===== config.mk =====
export PLATFORM = sky130hd
export DESIGN_NAME = tach_capture_timer
export DESIGN_NICKNAME = d
export VERILOG_FILES = /design/src/rtl/tach_pkg.sv /design/src/rtl/tach_rst_sync.sv /design/src/rtl/tach_edge_sync.sv /design/src/rtl/tach_prescaler.sv /design/src/rtl/tach_channel.sv /design/src/rtl/tach_capture_timer.sv
export SDC_FILE = /design/constraint.sdc
export NUM_CORES = 1
export LEC_CHECK = 0
export ABC_AREA = 1
export BUFFER_PORTS_ARGS = -buffer_cell sky130_fd_sc_hd__buf_2
export CAP_MARGIN = 10
export CORE_ASPECT_RATIO = 0.8
export CORE_MARGIN = 2
export CORE_UTILIZATION = 62
export CTS_CLUSTER_DIAMETER = 40
export DETAILED_ROUTE_END_ITERATION = 7
export GPL_TIMING_DRIVEN = 0
export MAX_ROUTING_LAYER = met4
export PLACE_DENSITY = 0.86
export SYNTH_ARGS = -nofsm -noshare
export SYNTH_HDL_FRONTEND = slang
export SYNTH_SLANG_ARGS = --single-unit

===== constraint.sdc =====
create_clock -name clk -period 5 [get_ports clk]
set_clock_uncertainty 0.1 [all_clocks]
set_input_delay 1 -clock clk [delete_from_list [all_inputs] [get_ports clk]]
set_output_delay 1 -clock clk [all_outputs]
set_load 0.02 [all_outputs]

===== src/rtl/tach_pkg.sv =====
package tach_pkg;
  localparam int unsigned NCH     = 2;
  localparam int unsigned REG_AW  = 5;
  localparam int unsigned FLAG_W  = 6;
  localparam int unsigned CH_STRIDE = 6;

  localparam logic [REG_AW-1:0] OFS_PRESCALE = 5'h0C;
  localparam logic [REG_AW-1:0] OFS_RUN      = 5'h0E;
  localparam logic [REG_AW-1:0] OFS_STATUS   = 5'h10;
  localparam logic [REG_AW-1:0] OFS_CLEAR    = 5'h12;
  localparam logic [REG_AW-1:0] OFS_ENABLE   = 5'h14;

  // k: 0 counter, 1 capture, 2 compare
  function automatic logic [REG_AW-1:0] chan_ofs(input int ch, input int k);
    return REG_AW'(ch * CH_STRIDE + 2 * k);
  endfunction

  function automatic int run_pos(input int ch);
    return ch * 3;
  endfunction

  function automatic int cap_pos(input int ch);
    return ch;
  endfunction

  function automatic int tmo_pos(input int ch);
    return 4 + ch;
  endfunction
endpackage


===== src/rtl/tach_rst_sync.sv =====
module tach_rst_sync (
  input  logic clk,
  input  logic arst_n,
  output logic rst_n_o
);
  logic [1:0] stage_q;

  always_ff @(posedge clk or negedge arst_n) begin
    if (!arst_n) stage_q <= '0;
    else         stage_q <= {stage_q[0], 1'b1};
  end

  assign rst_n_o = stage_q[1];
endmodule


===== src/rtl/tach_edge_sync.sv =====
module tach_edge_sync #(
  parameter int unsigned STAGES = 2
) (
  input  logic clk,
  input  logic rst_n,
  input  logic din,
  output logic rise
);
  logic [STAGES-1:0] sync_q, sync_d;
  logic              last_q, last_d;

  always_comb begin
    sync_d = {sync_q[STAGES-2:0], din};
    last_d = sync_q[STAGES-1];
  end

  always_ff @(posedge clk or negedge rst_n) begin
    if (!rst_n) begin
      sync_q <= '0;
      last_q <= 1'b0;
    end else begin
      sync_q <= sync_d;
      last_q <= last_d;
    end
  end

  assign rise = sync_q[STAGES-1] & ~last_q;


  rise_pulse_chk: assert property (@(posedge clk) disable iff (!rst_n)
    rise |=> !rise);
endmodule


===== src/rtl/tach_prescaler.sv =====
module tach_prescaler #(
  parameter int unsigned PRE_W = 8
) (
  input  logic             clk,
  input  logic             rst_n,
  input  logic             active,
  input  logic [PRE_W-1:0] limit,
  output logic             tick
);
  logic [PRE_W-1:0] phase_q, phase_d;
  logic             wrap;

  assign wrap = (phase_q >= limit);
  assign tick = active & wrap;

  always_comb begin
    if (!active)   phase_d = '0;
    else if (wrap) phase_d = '0;
    else           phase_d = phase_q + 1'b1;
  end

  always_ff @(posedge clk or negedge rst_n) begin
    if (!rst_n) phase_q <= '0;
    else        phase_q <= phase_d;
  end


  tick_spacing_chk: assert property (@(posedge clk) disable iff (!rst_n)
    (tick && limit != '0) |=> (!tick || limit == '0));
endmodule


===== src/rtl/tach_channel.sv =====
module tach_channel #(
  parameter int unsigned CNT_W = 16
) (
  input  logic             clk,
  input  logic             rst_n,
  input  logic             run,
  input  logic             tick,
  input  logic             rise,
  input  logic             cnt_we,
  input  logic [CNT_W-1:0] cnt_wd,
  input  logic             cap_we,
  input  logic [CNT_W-1:0] cap_wd,
  input  logic             cmp_we,
  input  logic [CNT_W-1:0] cmp_wd,
  output logic [CNT_W-1:0] cnt_q,
  output logic [CNT_W-1:0] cap_q,
  output logic [CNT_W-1:0] cmp_q,
  output logic             evt_cap,
  output logic             evt_tmo,
  output logic             active
);
  logic [CNT_W-1:0] cnt_d, cap_d, cmp_d;
  logic             done_q, done_d;
  logic             step;

  assign active  = run & ~done_q;
  assign evt_cap = active & rise & ~cnt_we;
  assign evt_tmo = active & ~rise & ~cnt_we & (cnt_q == cmp_q);
  assign step    = active & tick & ~evt_cap & ~evt_tmo;

  always_comb begin
    cnt_d = cnt_q;
    if (cnt_we)    cnt_d = cnt_wd;
    else if (step) cnt_d = cnt_q - 1'b1;

    done_d = done_q;
    if (cnt_we)                  done_d = 1'b0;
    else if (evt_cap || evt_tmo) done_d = 1'b1;

    cap_d = cap_q;
    if (evt_cap)     cap_d = cnt_q;
    else if (cap_we) cap_d = cap_wd;

    cmp_d = cmp_we ? cmp_wd : cmp_q;
  end

  always_ff @(posedge clk or negedge rst_n) begin
    if (!rst_n) begin
      cnt_q  <= '1;
      cap_q  <= '1;
      cmp_q  <= '1;
      done_q <= 1'b0;
    end else begin
      cnt_q  <= cnt_d;
      cap_q  <= cap_d;
      cmp_q  <= cmp_d;
      done_q <= done_d;
    end
  end


  cap_latch_chk: assert property (@(posedge clk) disable iff (!rst_n)
    evt_cap |=> (cap_q == $past(cnt_q)));


  frozen_chk: assert property (@(posedge clk) disable iff (!rst_n)
    (done_q && !cnt_we) |=> $stable(cnt_q));


  tmo_hold_chk: assert property (@(posedge clk) disable iff (!rst_n)
    (evt_tmo && !cmp_we) |=> (cnt_q == cmp_q));
endmodule


===== src/rtl/tach_capture_timer.sv =====
module tach_capture_timer
  import tach_pkg::*;
#(
  parameter int unsigned CNT_W       = 16,
  parameter int unsigned PRE_W       = 8,
  parameter int unsigned SYNC_STAGES = 2
) (
  input  logic                 clk,
  input  logic                 rst_n,
  input  logic                 reg_sel,
  input  logic                 reg_wr,
  input  logic [REG_AW-1:0]    reg_addr,
  input  logic [CNT_W/8-1:0]   reg_be,
  input  logic [CNT_W-1:0]     reg_wdata,
  output logic [CNT_W-1:0]     reg_rdata,
  input  logic [NCH-1:0]       tach_in,
  output logic                 irq
);
  localparam int unsigned BE_W = CNT_W / 8;

  logic rst_q;
  logic wr_en, lane0;

  logic [CNT_W-1:0] cnt_q [NCH];
  logic [CNT_W-1:0] cap_q [NCH];
  logic [CNT_W-1:0] cmp_q [NCH];
  logic [NCH-1:0]   evt_cap, evt_tmo, act, rise;
  logic             tick;

  logic [PRE_W-1:0]  pre_q, pre_d;
  logic [NCH-1:0]    run_q, run_d;
  logic [FLAG_W-1:0] en_q, en_d;
  logic [NCH-1:0]    capf_q, capf_d, tmof_q, tmof_d;
  logic [FLAG_W-1:0] status, clr_bits;
  logic              clr_wr;

  function automatic logic [CNT_W-1:0] lane_merge(
    input logic [CNT_W-1:0] old_v,
    input logic [CNT_W-1:0] new_v,
    input logic [BE_W-1:0]  be
  );
    logic [CNT_W-1:0] r;
    r = old_v;
    for (int b = 0; b < BE_W; b++) begin
      if (be[b]) r[b*8 +: 8] = new_v[b*8 +: 8];
    end
    return r;
  endfunction

  tach_rst_sync u_rst (
    .clk     (clk),
    .arst_n  (rst_n),
    .rst_n_o (rst_q)
  );

  assign wr_en = reg_sel & reg_wr & ~reg_addr[0];
  assign lane0 = reg_be[0];

  tach_prescaler #(.PRE_W(PRE_W)) u_pre (
    .clk    (clk),
    .rst_n  (rst_q),
    .active (|act),
    .limit  (pre_q),
    .tick   (tick)
  );

  for (genvar c = 0; c < NCH; c++) begin : g_ch
    logic cnt_we, cap_we, cmp_we;

    assign cnt_we = wr_en && (reg_addr == chan_ofs(c, 0));
    assign cap_we = wr_en && (reg_addr == chan_ofs(c, 1));
    assign cmp_we = wr_en && (reg_addr == chan_ofs(c, 2));

    tach_edge_sync #(.STAGES(SYNC_STAGES)) u_sync (
      .clk   (clk),
      .rst_n (rst_q),
      .din   (tach_in[c]),
      .rise  (rise[c])
    );

    tach_channel #(.CNT_W(CNT_W)) u_chan (
      .clk     (clk),
      .rst_n   (rst_q),
      .run     (run_q[c]),
      .tick    (tick),
      .rise    (rise[c]),
      .cnt_we  (cnt_we),
      .cnt_wd  (lane_merge(cnt_q[c], reg_wdata, reg_be)),
      .cap_we  (cap_we),
      .cap_wd  (lane_merge(cap_q[c], reg_wdata, reg_be)),
      .cmp_we  (cmp_we),
      .cmp_wd  (lane_merge(cmp_q[c], reg_wdata, reg_be)),
      .cnt_q   (cnt_q[c]),
      .cap_q   (cap_q[c]),
      .cmp_q   (cmp_q[c]),
      .evt_cap (evt_cap[c]),
      .evt_tmo (evt_tmo[c]),
      .active  (act[c])
    );
  end

  // control and flag next state
  assign clr_wr   = wr_en & lane0 & (reg_addr == OFS_CLEAR);
  assign clr_bits = clr_wr ? reg_wdata[FLAG_W-1:0] : '0;

  always_comb begin
    pre_d = pre_q;
    if (wr_en && lane0 && reg_addr == OFS_PRESCALE) pre_d = reg_wdata[PRE_W-1:0];

    en_d = en_q;
    if (wr_en && lane0 && reg_addr == OFS_ENABLE) en_d = reg_wdata[FLAG_W-1:0];

    run_d = run_q;
    for (int c = 0; c < NCH; c++) begin
      if (wr_en && lane0 && reg_addr == OFS_RUN) run_d[c] = reg_wdata[run_pos(c)];
      capf_d[c] = evt_cap[c] | (capf_q[c] & ~clr_bits[cap_pos(c)]);
      tmof_d[c] = evt_tmo[c] | (tmof_q[c] & ~clr_bits[tmo_pos(c)]);
    end
  end

  always_ff @(posedge clk or negedge rst_q) begin
    if (!rst_q) begin
      pre_q  <= '0;
      en_q   <= '0;
      run_q  <= '0;
      capf_q <= '0;
      tmof_q <= '0;
    end else begin
      pre_q  <= pre_d;
      en_q   <= en_d;
      run_q  <= run_d;
      capf_q <= capf_d;
      tmof_q <= tmof_d;
    end
  end

  always_comb begin
    status = '0;
    for (int c = 0; c < NCH; c++) begin
      status[cap_pos(c)] = capf_q[c];
      status[tmo_pos(c)] = tmof_q[c];
    end
  end

  assign irq = |(status & en_q);

  // read mux
  always_comb begin
    reg_rdata = '0;
    if (!reg_addr[0]) begin
      for (int c = 0; c < NCH; c++) begin
        if (reg_addr == chan_ofs(c, 0)) reg_rdata = cnt_q[c];
        if (reg_addr == chan_ofs(c, 1)) reg_rdata = cap_q[c];
        if (reg_addr == chan_ofs(c, 2)) reg_rdata = cmp_q[c];
        if (reg_addr == OFS_RUN)        reg_rdata[run_pos(c)] = run_q[c];
      end
      if (reg_addr == OFS_PRESCALE) reg_rdata = CNT_W'(pre_q);
      if (reg_addr == OFS_STATUS)   reg_rdata = CNT_W'(status);
      if (reg_addr == OFS_ENABLE)   reg_rdata = CNT_W'(en_q);
    end
  end


  tmo_flag_a_chk: assert property (@(posedge clk) disable iff (!rst_q)
    evt_tmo[0] |=> tmof_q[0]);


  tmo_flag_b_chk: assert property (@(posedge clk) disable iff (!rst_q)
    evt_tmo[1] |=> tmof_q[1]);


  clear_tmo_a_chk: assert property (@(posedge clk) disable iff (!rst_q)
    (clr_wr && reg_wdata[tmo_pos(0)] && !evt_tmo[0]) |=> !tmof_q[0]);


  irq_needs_enable_chk: assert property (@(posedge clk) disable iff (!rst_q)
    irq |-> (en_q != '0));
endmodule


==> reports/qor.txt <==
top cell type's share of synthesized area = 0.3120
sequential share of power = 0.378
Area Overhead vs Synth = 13.22%
Layout Utilization = 0.7163
Worst R2R Path Depth = 10
final wirelength = 25290 um
total CTS buffers = 17
Longest Clk Path Bufs = 2
final setup TNS = 0 ns
initial antenna violation count = 0
relative slew slack = 0.3997
Worst Hold Class = in2async
largest net degree at the start of global routing = 68
IO Pins = 46
clock power share = 0.309
Cell Rows = 37
Worst-Skew Late Latency = 0.44 ns
Initial DRT Pass Iterations = 5
FF-to-FF End = g_ch[1].u_chan.cnt_q[3]
CP endpoint = reg_rdata[8]
Synth Cell Area = 8084 sq um
final HPWL from detailed placement = 18150 um
Fin. Hold Viols = 0
maximum vdd drop = 0.0003760 V
IO buf count = 45
share of post-route cells with drive strength above 1 = 0.1813
Gate Count Post-Synth = 1108
initial core utilization = 0.6327
antenna diode count = 0
switching part of the total = 0.3634
Iter 0 DRT Violations = 1019
pre-CTS setup slack = 1.026 ns
Fmax = 0.2454 GHz
Synth Flop Type = dfstp_2
Seq/Total Area, Yosys = 0.4297
part of the power in combinational logic = 0.312
asr flop ratio synth = 1.000
post-synth cell types = 39
total internal power = 2647 uW
Die X = 131.7 um
register-to-register setup slack = 2.62 ns
crit path from = reg_addr[0]
CP Launch Type = primary input
CTS Sinks = 134
EDFF count, synth = 0
hold_buf cts = 0
crit path max fanout = 10
Pwr Total = 4159 uW
syn_area_per_cell = 7.296 sq um
Fillers = 1073
YS warnings = 0
CP Data Arrival Time = 2.97 ns
status = complete, no violations
fin crit share = 0.8149
MaxCap Viol Count = 0
Final Critical Period = 4.075 ns
Worst Tran Pin Value = 0.9005 ns
Post-Syn Nets = 1148
Final Wtd Congestion = 0.9850
H-tree Lvls = 4
clock transition at the registers of the reported paths = 0.06 ns
PwrDens = 454.4 nW/um^2
via count = 8310
synth top area cells = dfstp_2, nand2_1, dfrtp_1
fin. max-slew vios = 0
Setup Viol. Count Final = 0
Critical Path End Type = output port
Crit Path Category = in2out
first-pass GRT wire length = 40390 um
total gr overflow = 0
Critical Path RT = 3.90 ns
Pleak = 0.004243 uW
Post-CTS Setup Bufs = 0
DIE AREA = 13970 sq um
Final ANT Viol Nets = 0
vias per cell = 6.106
nets@finish = 1213
DRC Markers = 0
Post-CTS Resized = 0
unrepaired setup endpoints after global routing = false
CTS tree = built
Die Ht = 106.1 um
overall routing resource usage = 0.3837
drt wl/cell = 18.58 um
number of global-route vias before repair = 7675
final worst slack = 0.9254 ns
clock root cell = clkbuf_16
Yosys reg bits = 134
Core Region = 12780 sq um
Synth area leader = dfstp_2
worst r2r src = pre_q[1]
sw power = 1511 uW
## flip-flops by register name (all words and copies together), names as in the netlist, 4 cells and up
signal and count:
en_q 6, g_ch.u_sync.sync_q 4, g_ch.u_chan.cnt_q 32, u_pre.phase_q 8, pre_q 8, g_ch.u_chan.cap_q 32, g_ch.u_chan.cmp_q 32
## stage by stage
| step | hold WS, ns | area (sq um) | instances |
|---|---|---|---|
| floorplan | 0.2312 | 8084 | 1108 |
| global placement | 0.2326 | 8528 | 1328 |
| detailed placement | 0.2365 | 8559 | 1329 |
| CTS | 0.2348 | 9153 | 1361 |
| global route | 0.2310 | 9153 | 1361 |
| finish | 0.2332 | 9153 | 1361 |
## routing by layer
| metal | track usage | routed length, um | part of all wire | up-vias |
|---|---|---|---|---|
| met5 | - | 0 | 0 | - |
| met4 | 0.1436 | 910 | 0.036 | 0 |
| met3 | 0.08250 | 2895 | 0.11 | 90 |
| met2 | 0.5692 | 11090 | 0.44 | 576 |
| met1 | 0.5223 | 10400 | 0.41 | 3889 |
| li1 | - | - | - | 3755 |
## power groups by stage
stage | registers, uW | clock network (uW) | logic (uW)
final | 1570 | 1290 | 1300
after detailed placement | 1580 | 0 | 1240
after CTS | 1560 | 1280 | 1260
after global placement | 1580 | 0 | 1190
after floorplan | 1520 | 0 | 948
after global routing | 1590 | 1340 | 1450
## layout make-up
type / instances / area, sq um / area share
multi-input cells: 798 / 3921 / 0.4284
flip-flops and latches: 134 / 3477 / 0.3799
inverters: 145 / 544.3 / 0.05947
clock buffers: 23 / 467.9 / 0.05113
repair buffers: 46 / 252.7 / 0.02761
well taps: 175 / 219.0 / 0.02392
plain buffers: 31 / 145.1 / 0.01586
clock inverters: 9 / 125.1 / 0.01367
## worst min path at each step
stage	startpoint	endpoint	slack, ns	cells after the start
floorplan	g_ch[0].u_sync.sync_q[0]	g_ch[0].u_sync.sync_q[1]	0.23	0
global placement	g_ch[1].u_sync.sync_q[0]	g_ch[1].u_sync.sync_q[1]	0.23	0
detailed placement	g_ch[1].u_sync.sync_q[0]	g_ch[1].u_sync.sync_q[1]	0.24	0
CTS	rst_n	u_rst.stage_q[1]	0.23	1
global route	rst_n	u_rst.stage_q[0]	0.23	1
finish	rst_n	u_rst.stage_q[1]	0.23	1
## kinds of logic (layout without fill, tap and decap cells)
| kind of cell | Yosys count | count (layout) | share of synthesized area |
|---|---|---|---|
| simple gates | 534 | 534 | 0.2822 |
| compound gates | 223 | 223 | 0.1540 |
| buf+inv | 176 | 254 | 0.08528 |
| flops | 134 | 134 | 0.4297 |
| xor+xnor | 29 | 29 | 0.03142 |
| fa+ha+maj | 11 | 11 | 0.01702 |
| other cells | 1 | 1 | 0.0004639 |
## cells in the mapped netlist, drive strengths merged, types with 2 or more instances
library cell  instances
or2                   2
inv                 144
nor3                  7
nor2                101
a21oi                31
o21ai               146
buf                  15
a31oi                 3
ha                   11
dfrtp                38
nand3b                2
nand3               103
o22ai                 7
nand4                14
xnor2                 8
clkbuf               16
o211ai               13
nand2               303
o221ai               20
xor2                 21
dfstp                96
## cell usage in the layout, fill, tap and decap left out, types with 3 or more instances in the layout
master,instances
a21oi_1,31
a31oi_1,3
buf_2,56
bufinv_16,3
clkbuf_1,20
clkbuf_16,17
clkinv_2,4
dfrtp_1,37
dfstp_2,96
ha_1,11
inv_1,135
inv_2,9
nand2_1,295
nand2_2,8
nand3_1,101
nand4_1,12
nor2_1,95
nor2_2,5
nor3_1,6
o211ai_1,13
o21ai_0,143
o21ai_1,3
o221ai_1,20
o22ai_1,7
xnor2_1,8
xor2_1,21
## critical path, stage by stage
cell and delay [ns]:
buf_2 0.11, nor2_2 0.13, nand2_2 0.09, nor2_1 0.49, buf_2 0.36, a21oi_1 0.06
o21ai_0 0.10, o21ai_0 0.15, nand4_1 0.11, o21ai_0 0.14, inv_1 0.08, buf_2 0.15
(Power assumes the default switching activity.)
